$ cat src/rtl/mmap_pkg.sv
package mmap_pkg;

   typedef enum logic [1:0] {
      RG_ROM = 2'd0,
      RG_RAM = 2'd1,
      RG_DEV = 2'd2
   } region_e;

   typedef enum logic [1:0] {
      ST_IDLE = 2'd0,
      ST_XFER = 2'd1,
      ST_DONE = 2'd2
   } state_e;

   localparam int unsigned MMAP_DW = 32;

   function automatic logic [2:0] size_bytes(input logic [1:0] sz);
      case (sz)
         2'd0:    return 3'd1;
         2'd1:    return 3'd2;
         default: return 3'd4;
      endcase
   endfunction

endpackage

$ cat src/rtl/mmap_region_decode.sv
module mmap_region_decode
   import mmap_pkg::*;
#(
   parameter int unsigned ADDR_W    = 24,
   parameter int unsigned VEC_SPAN  = 8,
   parameter int unsigned ROM_BASE  = 24'h7E0000,
   parameter int unsigned DEV_BASE  = 24'h800000,
   parameter int unsigned RAM_BYTES = 65536,
   parameter int unsigned ROM_AW    = 17
) (
   input  logic [ADDR_W-1:0] addr,
   output region_e           region,
   output logic [ROM_AW-1:0] rom_off,
   output logic              ram_present
);

   localparam logic [ADDR_W-1:0] VEC_A = ADDR_W'(VEC_SPAN);
   localparam logic [ADDR_W-1:0] ROM_A = ADDR_W'(ROM_BASE);
   localparam logic [ADDR_W-1:0] DEV_A = ADDR_W'(DEV_BASE);
   localparam bit RAM_FILLS_WINDOW = (RAM_BYTES >= ROM_BASE);

   always_comb begin
      region  = RG_RAM;
      rom_off = '0;
      if (addr >= DEV_A) begin
         region = RG_DEV;
      end else if (addr >= ROM_A) begin
         region  = RG_ROM;
         rom_off = ROM_AW'(addr - ROM_A);
      end else if (addr < VEC_A) begin
         region  = RG_ROM;
         rom_off = ROM_AW'(addr);
      end
   end

   generate
      if (RAM_FILLS_WINDOW) begin : g_ram_full
         assign ram_present = 1'b1;
      end else begin : g_ram_partial
         localparam logic [ADDR_W-1:0] RAM_LIM = ADDR_W'(RAM_BYTES);
         assign ram_present = (addr < RAM_LIM);
      end
   endgenerate

endmodule

$ cat src/rtl/mmap_lane_buf.sv
module mmap_lane_buf
   import mmap_pkg::*;
(
   input  logic               clk,
   input  logic               rst_n,
   input  logic               load,
   input  logic [1:0]         load_size,
   input  logic [MMAP_DW-1:0] wdata,
   input  logic               step,
   input  logic               capture,
   input  logic               wide,
   input  logic [7:0]         in_byte,
   input  logic [15:0]        in_word,
   output logic [7:0]         out_byte,
   output logic [15:0]        out_word,
   output logic [MMAP_DW-1:0] rdata
);

   logic [MMAP_DW-1:0] wbuf_q;
   logic [MMAP_DW-1:0] acc_q;

   always_ff @(posedge clk) begin
      if (!rst_n) begin
         wbuf_q <= '0;
         acc_q  <= '0;
      end else if (load) begin
         acc_q <= '0;
         case (load_size)
            2'd0:    wbuf_q <= {wdata[7:0], 24'h000000};
            2'd1:    wbuf_q <= {wdata[15:0], 16'h0000};
            default: wbuf_q <= wdata;
         endcase
      end else if (step) begin
         if (wide) begin
            wbuf_q <= {wbuf_q[15:0], 16'h0000};
            if (capture) acc_q <= {acc_q[15:0], in_word};
         end else begin
            wbuf_q <= {wbuf_q[23:0], 8'h00};
            if (capture) acc_q <= {acc_q[23:0], in_byte};
         end
      end
   end

   assign out_byte = wbuf_q[31:24];
   assign out_word = wbuf_q[31:16];
   assign rdata    = acc_q;

endmodule

$ cat src/rtl/mmap_ctrl.sv
module mmap_ctrl
   import mmap_pkg::*;
#(
   parameter int unsigned ADDR_W = 24
) (
   input  logic              clk,
   input  logic              rst_n,
   input  logic              start,
   input  logic              req_write,
   input  logic [1:0]        req_size,
   input  logic [ADDR_W-1:0] req_addr,
   input  logic              unit_wide,
   output logic [ADDR_W-1:0] cur_addr,
   output logic              wr_q,
   output logic              multi_q,
   output logic              step,
   output logic              load,
   output logic              done,
   output logic              addr_err,
   output logic              busy
);

   state_e     state_q;
   logic [2:0] left_q;
   logic       err_q;
   logic [2:0] unit;

   assign unit     = unit_wide ? 3'd2 : 3'd1;
   assign load     = (state_q == ST_IDLE) && start;
   assign step     = (state_q == ST_XFER);
   assign done     = (state_q == ST_DONE);
   assign addr_err = done && err_q;
   assign busy     = (state_q != ST_IDLE);

   always_ff @(posedge clk) begin
      if (!rst_n) begin
         state_q  <= ST_IDLE;
         cur_addr <= '0;
         left_q   <= '0;
         wr_q     <= 1'b0;
         multi_q  <= 1'b0;
         err_q    <= 1'b0;
      end else begin
         case (state_q)
            ST_IDLE: begin
               if (start) begin
                  wr_q     <= req_write;
                  multi_q  <= (req_size != 2'd0);
                  cur_addr <= req_addr;
                  left_q   <= size_bytes(req_size);
                  if ((req_size != 2'd0) && req_addr[0]) begin
                     err_q   <= 1'b1;
                     state_q <= ST_DONE;
                  end else begin
                     err_q   <= 1'b0;
                     state_q <= ST_XFER;
                  end
               end
            end
            ST_XFER: begin
               cur_addr <= cur_addr + ADDR_W'(unit);
               left_q   <= left_q - unit;
               if (left_q <= unit) state_q <= ST_DONE;
            end
            ST_DONE: begin
               err_q   <= 1'b0;
               state_q <= ST_IDLE;
            end
            default: state_q <= ST_IDLE;
         endcase
      end
   end

   assert_accept_R11: assert property (@(posedge clk) disable iff (!rst_n)
      $rose(busy) |-> $past(start));

   assert_len_live_R10: assert property (@(posedge clk) disable iff (!rst_n)
      step |-> (left_q != 3'd0));

   assert_err_no_xfer_R9: assert property (@(posedge clk) disable iff (!rst_n)
      (load && req_size != 2'd0 && req_addr[0]) |=> !step);

endmodule

$ cat src/rtl/bytelane_mmap.sv
module bytelane_mmap
   import mmap_pkg::*;
#(
   parameter int unsigned ADDR_W    = 24,
   parameter int unsigned VEC_SPAN  = 8,
   parameter int unsigned ROM_BASE  = 24'h7E0000,
   parameter int unsigned DEV_BASE  = 24'h800000,
   parameter int unsigned RAM_BYTES = 65536,
   parameter int unsigned ROM_AW    = $clog2(DEV_BASE - ROM_BASE)
) (
   input  logic               clk,
   input  logic               rst_n,
   input  logic               start,
   input  logic               req_write,
   input  logic [1:0]         req_size,
   input  logic [ADDR_W-1:0]  req_addr,
   input  logic [31:0]        req_wdata,
   output logic               busy,
   output logic               done,
   output logic               addr_err,
   output logic [31:0]        rdata,
   output logic               rom_rd,
   output logic [ROM_AW-1:0]  rom_addr,
   input  logic [7:0]         rom_rdata,
   output logic               ram_rd,
   output logic               ram_wr,
   output logic [ADDR_W-1:0]  ram_addr,
   output logic [7:0]         ram_wdata,
   input  logic [7:0]         ram_rdata,
   output logic               dev_rd,
   output logic               dev_wr,
   output logic               dev_wide,
   output logic [ADDR_W-1:0]  dev_addr,
   output logic [15:0]        dev_wdata,
   input  logic [15:0]        dev_rdata
);

   generate
      if (!(VEC_SPAN > 0 && VEC_SPAN < ROM_BASE && ROM_BASE < DEV_BASE)) begin : g_bad_map
         $error("bytelane_mmap: windows must satisfy 0 < VEC_SPAN < ROM_BASE < DEV_BASE");
      end
      if (DEV_BASE >= (64'd1 << ADDR_W)) begin : g_bad_dev
         $error("bytelane_mmap: DEV_BASE outside the address space");
      end
      if ((64'd1 << ROM_AW) < (DEV_BASE - ROM_BASE) || (64'd1 << ROM_AW) < VEC_SPAN) begin : g_bad_romaw
         $error("bytelane_mmap: ROM_AW too narrow for the ROM windows");
      end
      if (RAM_BYTES == 0 || (DEV_BASE[0] != 1'b0)) begin : g_bad_misc
         $error("bytelane_mmap: RAM_BYTES must be nonzero and DEV_BASE even");
      end
   endgenerate

   logic [ADDR_W-1:0] cur_addr;
   logic              wr_q, multi_q, step, load;
   region_e           region;
   logic [ROM_AW-1:0] rom_off;
   logic              ram_present;
   logic              unit_wide;
   logic [7:0]        in_byte;
   logic [7:0]        out_byte;
   logic [15:0]       out_word;

   mmap_region_decode #(
      .ADDR_W(ADDR_W), .VEC_SPAN(VEC_SPAN), .ROM_BASE(ROM_BASE),
      .DEV_BASE(DEV_BASE), .RAM_BYTES(RAM_BYTES), .ROM_AW(ROM_AW)
   ) u_dec (
      .addr(cur_addr), .region(region), .rom_off(rom_off), .ram_present(ram_present)
   );

   mmap_ctrl #(.ADDR_W(ADDR_W)) u_ctrl (
      .clk(clk), .rst_n(rst_n), .start(start), .req_write(req_write),
      .req_size(req_size), .req_addr(req_addr), .unit_wide(unit_wide),
      .cur_addr(cur_addr), .wr_q(wr_q), .multi_q(multi_q), .step(step),
      .load(load), .done(done), .addr_err(addr_err), .busy(busy)
   );

   assign unit_wide = multi_q && (region == RG_DEV);

   always_comb begin
      case (region)
         RG_ROM:  in_byte = rom_rdata;
         RG_RAM:  in_byte = ram_present ? ram_rdata : 8'hFF;
         default: in_byte = dev_rdata[7:0];
      endcase
   end

   mmap_lane_buf u_lanes (
      .clk(clk), .rst_n(rst_n), .load(load), .load_size(req_size),
      .wdata(req_wdata), .step(step), .capture(step && !wr_q),
      .wide(unit_wide), .in_byte(in_byte), .in_word(dev_rdata),
      .out_byte(out_byte), .out_word(out_word), .rdata(rdata)
   );

   assign rom_rd    = step && !wr_q && (region == RG_ROM);
   assign rom_addr  = rom_off;
   assign ram_rd    = step && !wr_q && (region == RG_RAM) && ram_present;
   assign ram_wr    = step &&  wr_q && (region == RG_RAM) && ram_present;
   assign ram_addr  = cur_addr;
   assign ram_wdata = out_byte;
   assign dev_rd    = step && !wr_q && (region == RG_DEV);
   assign dev_wr    = step &&  wr_q && (region == RG_DEV);
   assign dev_wide  = unit_wide;
   assign dev_addr  = cur_addr;
   assign dev_wdata = unit_wide ? out_word : {8'h00, out_byte};

   assert_done_single_R10: assert property (@(posedge clk) disable iff (!rst_n)
      done |=> !done);

   assert_err_with_done_R9: assert property (@(posedge clk) disable iff (!rst_n)
      addr_err |-> done);

   assert_one_strobe_R3: assert property (@(posedge clk) disable iff (!rst_n)
      $onehot0({rom_rd, ram_rd, ram_wr, dev_rd, dev_wr}));

   assert_ram_inside_R7: assert property (@(posedge clk) disable iff (!rst_n)
      (ram_rd || ram_wr) |-> (ram_addr < ADDR_W'(RAM_BYTES)
                              && ram_addr >= ADDR_W'(VEC_SPAN)
                              && ram_addr < ADDR_W'(ROM_BASE)));

   assert_dev_window_R5: assert property (@(posedge clk) disable iff (!rst_n)
      (dev_rd || dev_wr) |-> (dev_addr >= ADDR_W'(DEV_BASE)));

   assert_strobe_busy_R1: assert property (@(posedge clk) disable iff (!rst_n)
      (rom_rd || ram_rd || ram_wr || dev_rd || dev_wr) |-> (busy && !done));

endmodule

$ cat config.mk
export PLATFORM = sky130hd
export DESIGN_NAME = bytelane_mmap
export DESIGN_NICKNAME = d
export VERILOG_FILES = /design/src/rtl/mmap_pkg.sv /design/src/rtl/mmap_region_decode.sv /design/src/rtl/mmap_lane_buf.sv /design/src/rtl/mmap_ctrl.sv /design/src/rtl/bytelane_mmap.sv
export SDC_FILE = /design/constraint.sdc
export NUM_CORES = 1
export LEC_CHECK = 0
export BUFFER_PORTS_ARGS = -buffer_cell sky130_fd_sc_hd__buf_2
export CORE_MARGIN = 2
export CORE_UTILIZATION = 45
export CTS_CLUSTER_DIAMETER = 150
export CTS_CLUSTER_SIZE = 25
export DETAILED_ROUTE_END_ITERATION = 7
export GPL_ROUTABILITY_DRIVEN = 0
export PLACE_DENSITY = 0.84
export SETUP_SLACK_MARGIN = 0.1
export SYNTH_ARGS = -nofsm -noshare
export SYNTH_HDL_FRONTEND = slang
export SYNTH_SLANG_ARGS = --single-unit
$ cat constraint.sdc
create_clock -name clk -period 2.7 [get_ports clk]
set_input_delay 0.54 -clock clk [delete_from_list [all_inputs] [get_ports clk]]
set_output_delay 0.54 -clock clk [all_outputs]
set_load 0.02 [all_outputs]
======== Yosys cells after proc, flatten, opt, wreduce, memory -nomap -nowiden ========
Cells that the tools add are included.
storage, ports and cells
  input bits .............................. 94
  bits in registers ....................... 96
cells by class
  add/subtract/negate cells ............... 3
  bitwise operators ....................... 1
  multiplexer cells ....................... 29
  eq/ne operators ......................... 7
  reduce and logical (&&, ||, !) cells .... 28
  $lt $le $gt $ge ......................... 5
operators by type and width
  operator                                                      count
  2-to-1 mux 32 bit                                             6
  one-hot mux 32 bit (2 select lines)                           1
  2-to-1 mux 17 bit                                             3
  one-hot mux 24 bit (2 select lines)                           1
  adder 24 x 2 -> 24 bit                                        1
  >= comparator 24 x 23 -> 1 bit, second input constant         1
  >= comparator 24 bit, second input constant                   1
  less-than comparator 24 x 17 -> 1 bit, second input constant  1
  less-than comparator 24 x 4 -> 1 bit, second input constant   1
  2-to-1 mux 24 bit                                             1
  subtractor 17 x 1 -> 17 bit, second input constant            1
  2-to-1 mux 16 bit                                             1
  one-hot mux 8 bit (2 select lines)                            1
  logical AND 1 bit                                             13
  2-to-1 mux 2 bit                                              6
  one-hot mux 3 bit (2 select lines)                            2
  AND reduction 2 bit                                           5
  nonzero test 2 bit                                            5
  2-to-1 mux 8 bit                                              1
  equality test 2 x 1 -> 1 bit, second input constant           3
  logical NOT 2 bit                                             3
  equality test 2 bit, second input constant                    2
  one-hot mux 2 bit (2 select lines)                            1
  <= comparator 3 bit                                           1
  other kinds (9)                                               11

======== Logic depth before layout (Yosys ltp) ========
  depth in word-level cells ............... 10
  depth in mapped cells ................... 11
  depth with buffers taken out ............ 8

======== Hierarchy ========
A second synthesis with hierarchy kept.
second synthesis, totals
  cell total of the unflattened synthesis .. 731
  area total of the unflattened synthesis .. 6427.4 sq um
modules (own cells, without submodules)
  module              cells an instance  seq. area each (sq um)  instances  area each (sq um)
  mmap_lane_buf       380                1281.2                  1          3729.8
  mmap_ctrl           231                640.6                   1          1838.0
  bytelane_mmap       88                 0.0                     1          654.4
  mmap_region_decode  32                 0.0                     1          205.2

======== Least setup slack after synthesis ========
No wires, ideal clock.
  kind .................................... flip-flop to flip-flop
  start ................................... register u_ctrl.cur_addr[23]
  end ..................................... register u_ctrl.cur_addr[17]
  stages on the path, launching flop included .. 12
  slack ................................... -0.039 ns
  arrival ................................. 2.620 ns
  cell sequence ........................... dfxtp_1 > buf_2 > nand2_1 > clkbuf_1 > buf_1 > ha_1 > a22oi_1 > or3_1 > buf_2 > nor3_2 > nor3_1 > o31a_1
between the ends
  word-level cells in the longest chain between the ends .. 9
ends and longest elaborated chain
  what                                   line                      source
  from (decl)                            mmap_ctrl.sv:13           output logic [ADDR_W-1:0] cur_addr,
  from (signal assigned)                 mmap_ctrl.sv:49           cur_addr <= req_addr;
  from (signal assigned)                 mmap_ctrl.sv:61           cur_addr <= cur_addr + ADDR_W'(unit);
  less-than comparator 24 x 4 -> 1 bit   mmap_region_decode.sv:30  end else if (addr < VEC_A) begin
  2-to-1 mux 1 bit                       mmap_region_decode.sv:30
  2-to-1 mux 2 bit                       mmap_region_decode.sv:27  end else if (addr >= ROM_A) begin
  2-to-1 mux 2 bit *                     mmap_region_decode.sv:25  if (addr >= DEV_A) begin
  equality test 2 bit *                  bytelane_mmap.sv:77       assign unit_wide = multi_q && (region == RG_DEV);
  logical AND 1 bit *                    bytelane_mmap.sv:77
  2-to-1 mux 2 bit *                     mmap_ctrl.sv:28           assign unit = unit_wide ? 3'd2 : 3'd1;
  adder 24 x 2 -> 24 bit *               mmap_ctrl.sv:61
  one-hot mux 24 bit (2 select lines) *  mmap_ctrl.sv:44           case (state_q)
Mark *: on every way between the ends. The rest lies on a longest branch, timed or not.
A chain may end at the register's enable or synchronous reset.

======== Worst setup path after layout ========
  start ................................... register u_ctrl.cur_addr[5]
  end ..................................... output port rom_rd
between the ends
  word-level cells in the longest chain between the ends .. 6
ends and longest elaborated chain
  what                                  line                      source
  less-than comparator 24 x 4 -> 1 bit  mmap_region_decode.sv:30
  2-to-1 mux 1 bit                      mmap_region_decode.sv:30
  2-to-1 mux 2 bit                      mmap_region_decode.sv:27
  2-to-1 mux 2 bit *                    mmap_region_decode.sv:25
  logical NOT 2 bit *                   bytelane_mmap.sv:94       assign rom_rd = step && !wr_q && (region == RG_ROM);
  logical AND 1 bit *                   bytelane_mmap.sv:94
  to (decl)                             bytelane_mmap.sv:22       output logic rom_rd,
Marks and branches as above.

==> flow_summary.yaml <==
sta:
  timing.fmax_ghz: 0.393
  worst_pin_slew_ns: 0.649
  setup_tns_ns: 0
  clock_skew_ns: 0.00695
  slew_violations: 0
  hold_viol_final: 0
  finalCritPeriodShare_pct: 94.2
  final.min_clock_period_ns: 2.54
  setup_violations: 0
  rsz0062_at_grt: "no"
  slew_headroom_pct: 56.8
worst_setup_path:
  path_class: "reg -> out"
  start_kind: "flip-flop"
  cp-end-kind: "primary output"
  crit_arrival_ns: 2.00
  cp_max_fo: 7
  cp.required_ns: 2.16
synth:
  synth_cell_types: 66
  syn-cell-area_um2: 5790
  ys.flop_type: "dfxtp_1"
  async_flop_share_pct: 0
  synth_top_area_cell: "dfxtp_1"
  synth_cells: 777
  synth_nets: 876
  synth-seq-area-share_pct: 33.2
  yosys.area.top_type_share_pct: 33.2
  ys_seq_elements: 96
  synth.area.top_cells: "dfxtp_1, a21oi_1, nand2_1"
  synth_edf_count: 0
  ys_warn_count: 0
  syn_avg_cell_area_um2: 7.45
layout:
  drive_gt1_share_pct: 31.8
  mostFrequentLayoutCells: "buf_2, nand2_1, a21oi_1, dfxtp_1, nor2_1"
  fin_nets: 1045
  synthToLayoutAreaGrowth_pct: 25.0
  final_common_cell: "buf_2"
place:
  port_buffers: 223
  dp_hpwl_um: 12900
grt:
  top_usage_layer: "met2"
  track_usage_pct: 26.1
  grt_pass1_vias: 5868
  antenna_found_initial: 1
  met1_usage_pct: 34.8
  met3_usage_pct: 3.94
  grt_max_degree: 58
  overflow: 0
  grt_use_met2_pct: 43.1
  grt_pass1_wl_um: 29700
floorplanning:
  num_rows: 41
  dieArea_um2: 13800
  die_w_um: 117
  fp.dieH_um: 117
  ioPinCount: 224
  initial_core_util_pct: 46.0
  coreArea_um2: 12600
power_and_ir_drop:
  switching_share_pct: 33.8
  p_switching_mw: 1.35
  ir_worst_vdd_uv: 360
  leakagePower_nw: 3.18
  finalPower_mw: 3.99
  pwr_density_cell_nw_per_um2: 552
  p_int_mw: 2.64
  power_frac_seq_pct: 41.1
  clock_power_share_pct: 33.5
  pwr-share-comb_pct: 25.3
run:
  drv_cap: 0
clocking:
  clock-sinks: 96
  ctsLongestPathBuffers: 2
  cts_root_buf: "clkbuf_16"
  clkTransAtPathRegs_ns: 0.07
  worstSkewPairLatency_ns: 0.34
  cts_buffers: 9
  cts_tree: "yes"
  htreeDepth: 3
routing:
  vias: 6511
  wl_per_cell_um: 16.7
  drc: 0
  wl_um: 18700
  drtIter0Drc: 656
  firstDrtPassIters: 7
  vias_per_cell: 5.79
  drtAntennaViolNets: 0
worst_hold_path:
  hold_path_class: "in -> reg"
run_status:
  status: "finished clean"
## kinds of logic (layout without fill, tap and decap cells)
group | Yosys count | count (layout) | share of synthesized area [%]
and+or+nand+nor | 325 | 325 | 27.9
AOI/OAI and AO/OA | 213 | 213 | 22.8
buffers and inverters | 110 | 284 | 9.95
DFF | 96 | 96 | 33.2
muxes | 23 | 23 | 4.17
adders and majority gates | 5 | 5 | 1.21
xor gates and xnor gates | 5 | 5 | 0.757
other | 0 | 1 | 0
## cell type report
class,count,area [µm²]
timing repair buffer,252,1380
sequential,96,1930
antenna,1,2.50
clock buffer,10,239
inverter,16,60.1
fill,1162,5340
tap,172,215
multi-input combinational,571,3330
clock inverter,6,72.6
## metrics by stage
stage | hold WS [ns] | cells | area (µm²) | util (%) | worst slack [ns]
3_5_place_dp | 0.472 | 1104 | 6820 | 54.3 | 0.297
4_1_cts | 0.430 | 1122 | 7170 | 57.0 | 0.102
3_3_place_gp | 0.462 | 1104 | 6820 | 54.3 | 0.411
2_1_floorplan | 0.453 | 777 | 5790 | - | 0.110
6_report | 0.442 | 1124 | 7230 | 57.5 | 0.156
5_1_grt | 0.443 | 1124 | 7230 | 57.5 | 0.102
## metal layers
| layer | part of all wire, % | routed length, µm | up-vias |
|---|---|---|---|
| met5 | 0 | 0 | - |
| met1 | 44 | 8170 | 3070 |
| met2 | 47 | 8880 | 302 |
| li1 | - | - | 3104 |
| met3 | 7.0 | 1310 | 35 |
| met4 | 1.9 | 364 | 0 |
## power groups by stage
stage	logic [mW]	registers, mW	clock network (mW)
6_report	1.01	1.64	1.34
2_1_floorplan	0.648	1.68	0
3_5_place_dp	0.981	1.66	0
5_1_grt	1.10	1.66	1.42
3_3_place_gp	0.970	1.66	0
4_1_cts	0.994	1.63	1.37
## cell usage after synthesis, types with 3 or more instances
| library cell | count |
|---|---|
| o311ai_0 | 7 |
| or3_1 | 3 |
| nor4_2 | 4 |
| mux2_2 | 7 |
| dfxtp_1 | 96 |
| a31oi_1 | 9 |
| buf_2 | 16 |
| nand2_1 | 127 |
| nor3_1 | 32 |
| nand3_1 | 13 |
| xnor2_1 | 5 |
| nor2_1 | 57 |
| mux2i_1 | 14 |
| buf_4 | 32 |
| buf_6 | 3 |
| buf_1 | 5 |
| and2_1 | 20 |
| a22oi_1 | 17 |
| and4_1 | 5 |
| ha_1 | 4 |
| nor4_1 | 23 |
| inv_1 | 13 |
| o21a_1 | 5 |
| clkbuf_1 | 38 |
| nand2b_1 | 7 |
| a221oi_1 | 10 |
| o21ai_0 | 21 |
| and3_1 | 17 |
| o32ai_1 | 8 |
| a21oi_1 | 111 |
## path summary, 6_finish.rpt
check	start	end	slack [ns]	depth (start not counted)
worst min-delay path	req_write	u_ctrl.wr_q	0.44	3
worst max-delay path	u_ctrl.cur_addr[5]	rom_rd	0.16	7
worst min register to register	u_lanes.rdata[29]	u_lanes.rdata[29]	0.48	2
worst max register to register	u_ctrl.cur_addr[23]	u_ctrl.cur_addr[17]	0.47	6
## critical path: stages, from the launching register on
cell     delay [ns]
dfxtp_1        0.39
nor4_4         0.29
nand4_2        0.19
o21a_1         0.25
nor2_4         0.12
buf_4          0.16
and2_1         0.11
buf_2          0.15
## state kept, by name (all words and copies together), names as in the netlist
signal and cells:
u_lanes.wbuf_q 32, u_ctrl.left_q 3, u_ctrl.multi_q 1, u_lanes.rdata 32, u_ctrl.state_q 2, u_ctrl.err_q 1, u_ctrl.cur_addr 24, u_ctrl.wr_q 1
## repair_timing
| item | CTS | global route |
|---|---|---|
| buffers inserted | 2 | 1 |
| gates resized for setup | 2 | 15 |
| pin swaps | 4 | 4 |
| gates cloned | 0 | 0 |
| hold buffers | 0 | 0 |
| endpoints found under the setup margin | 16 | 16 |
(Power assumes the default switching activity.)
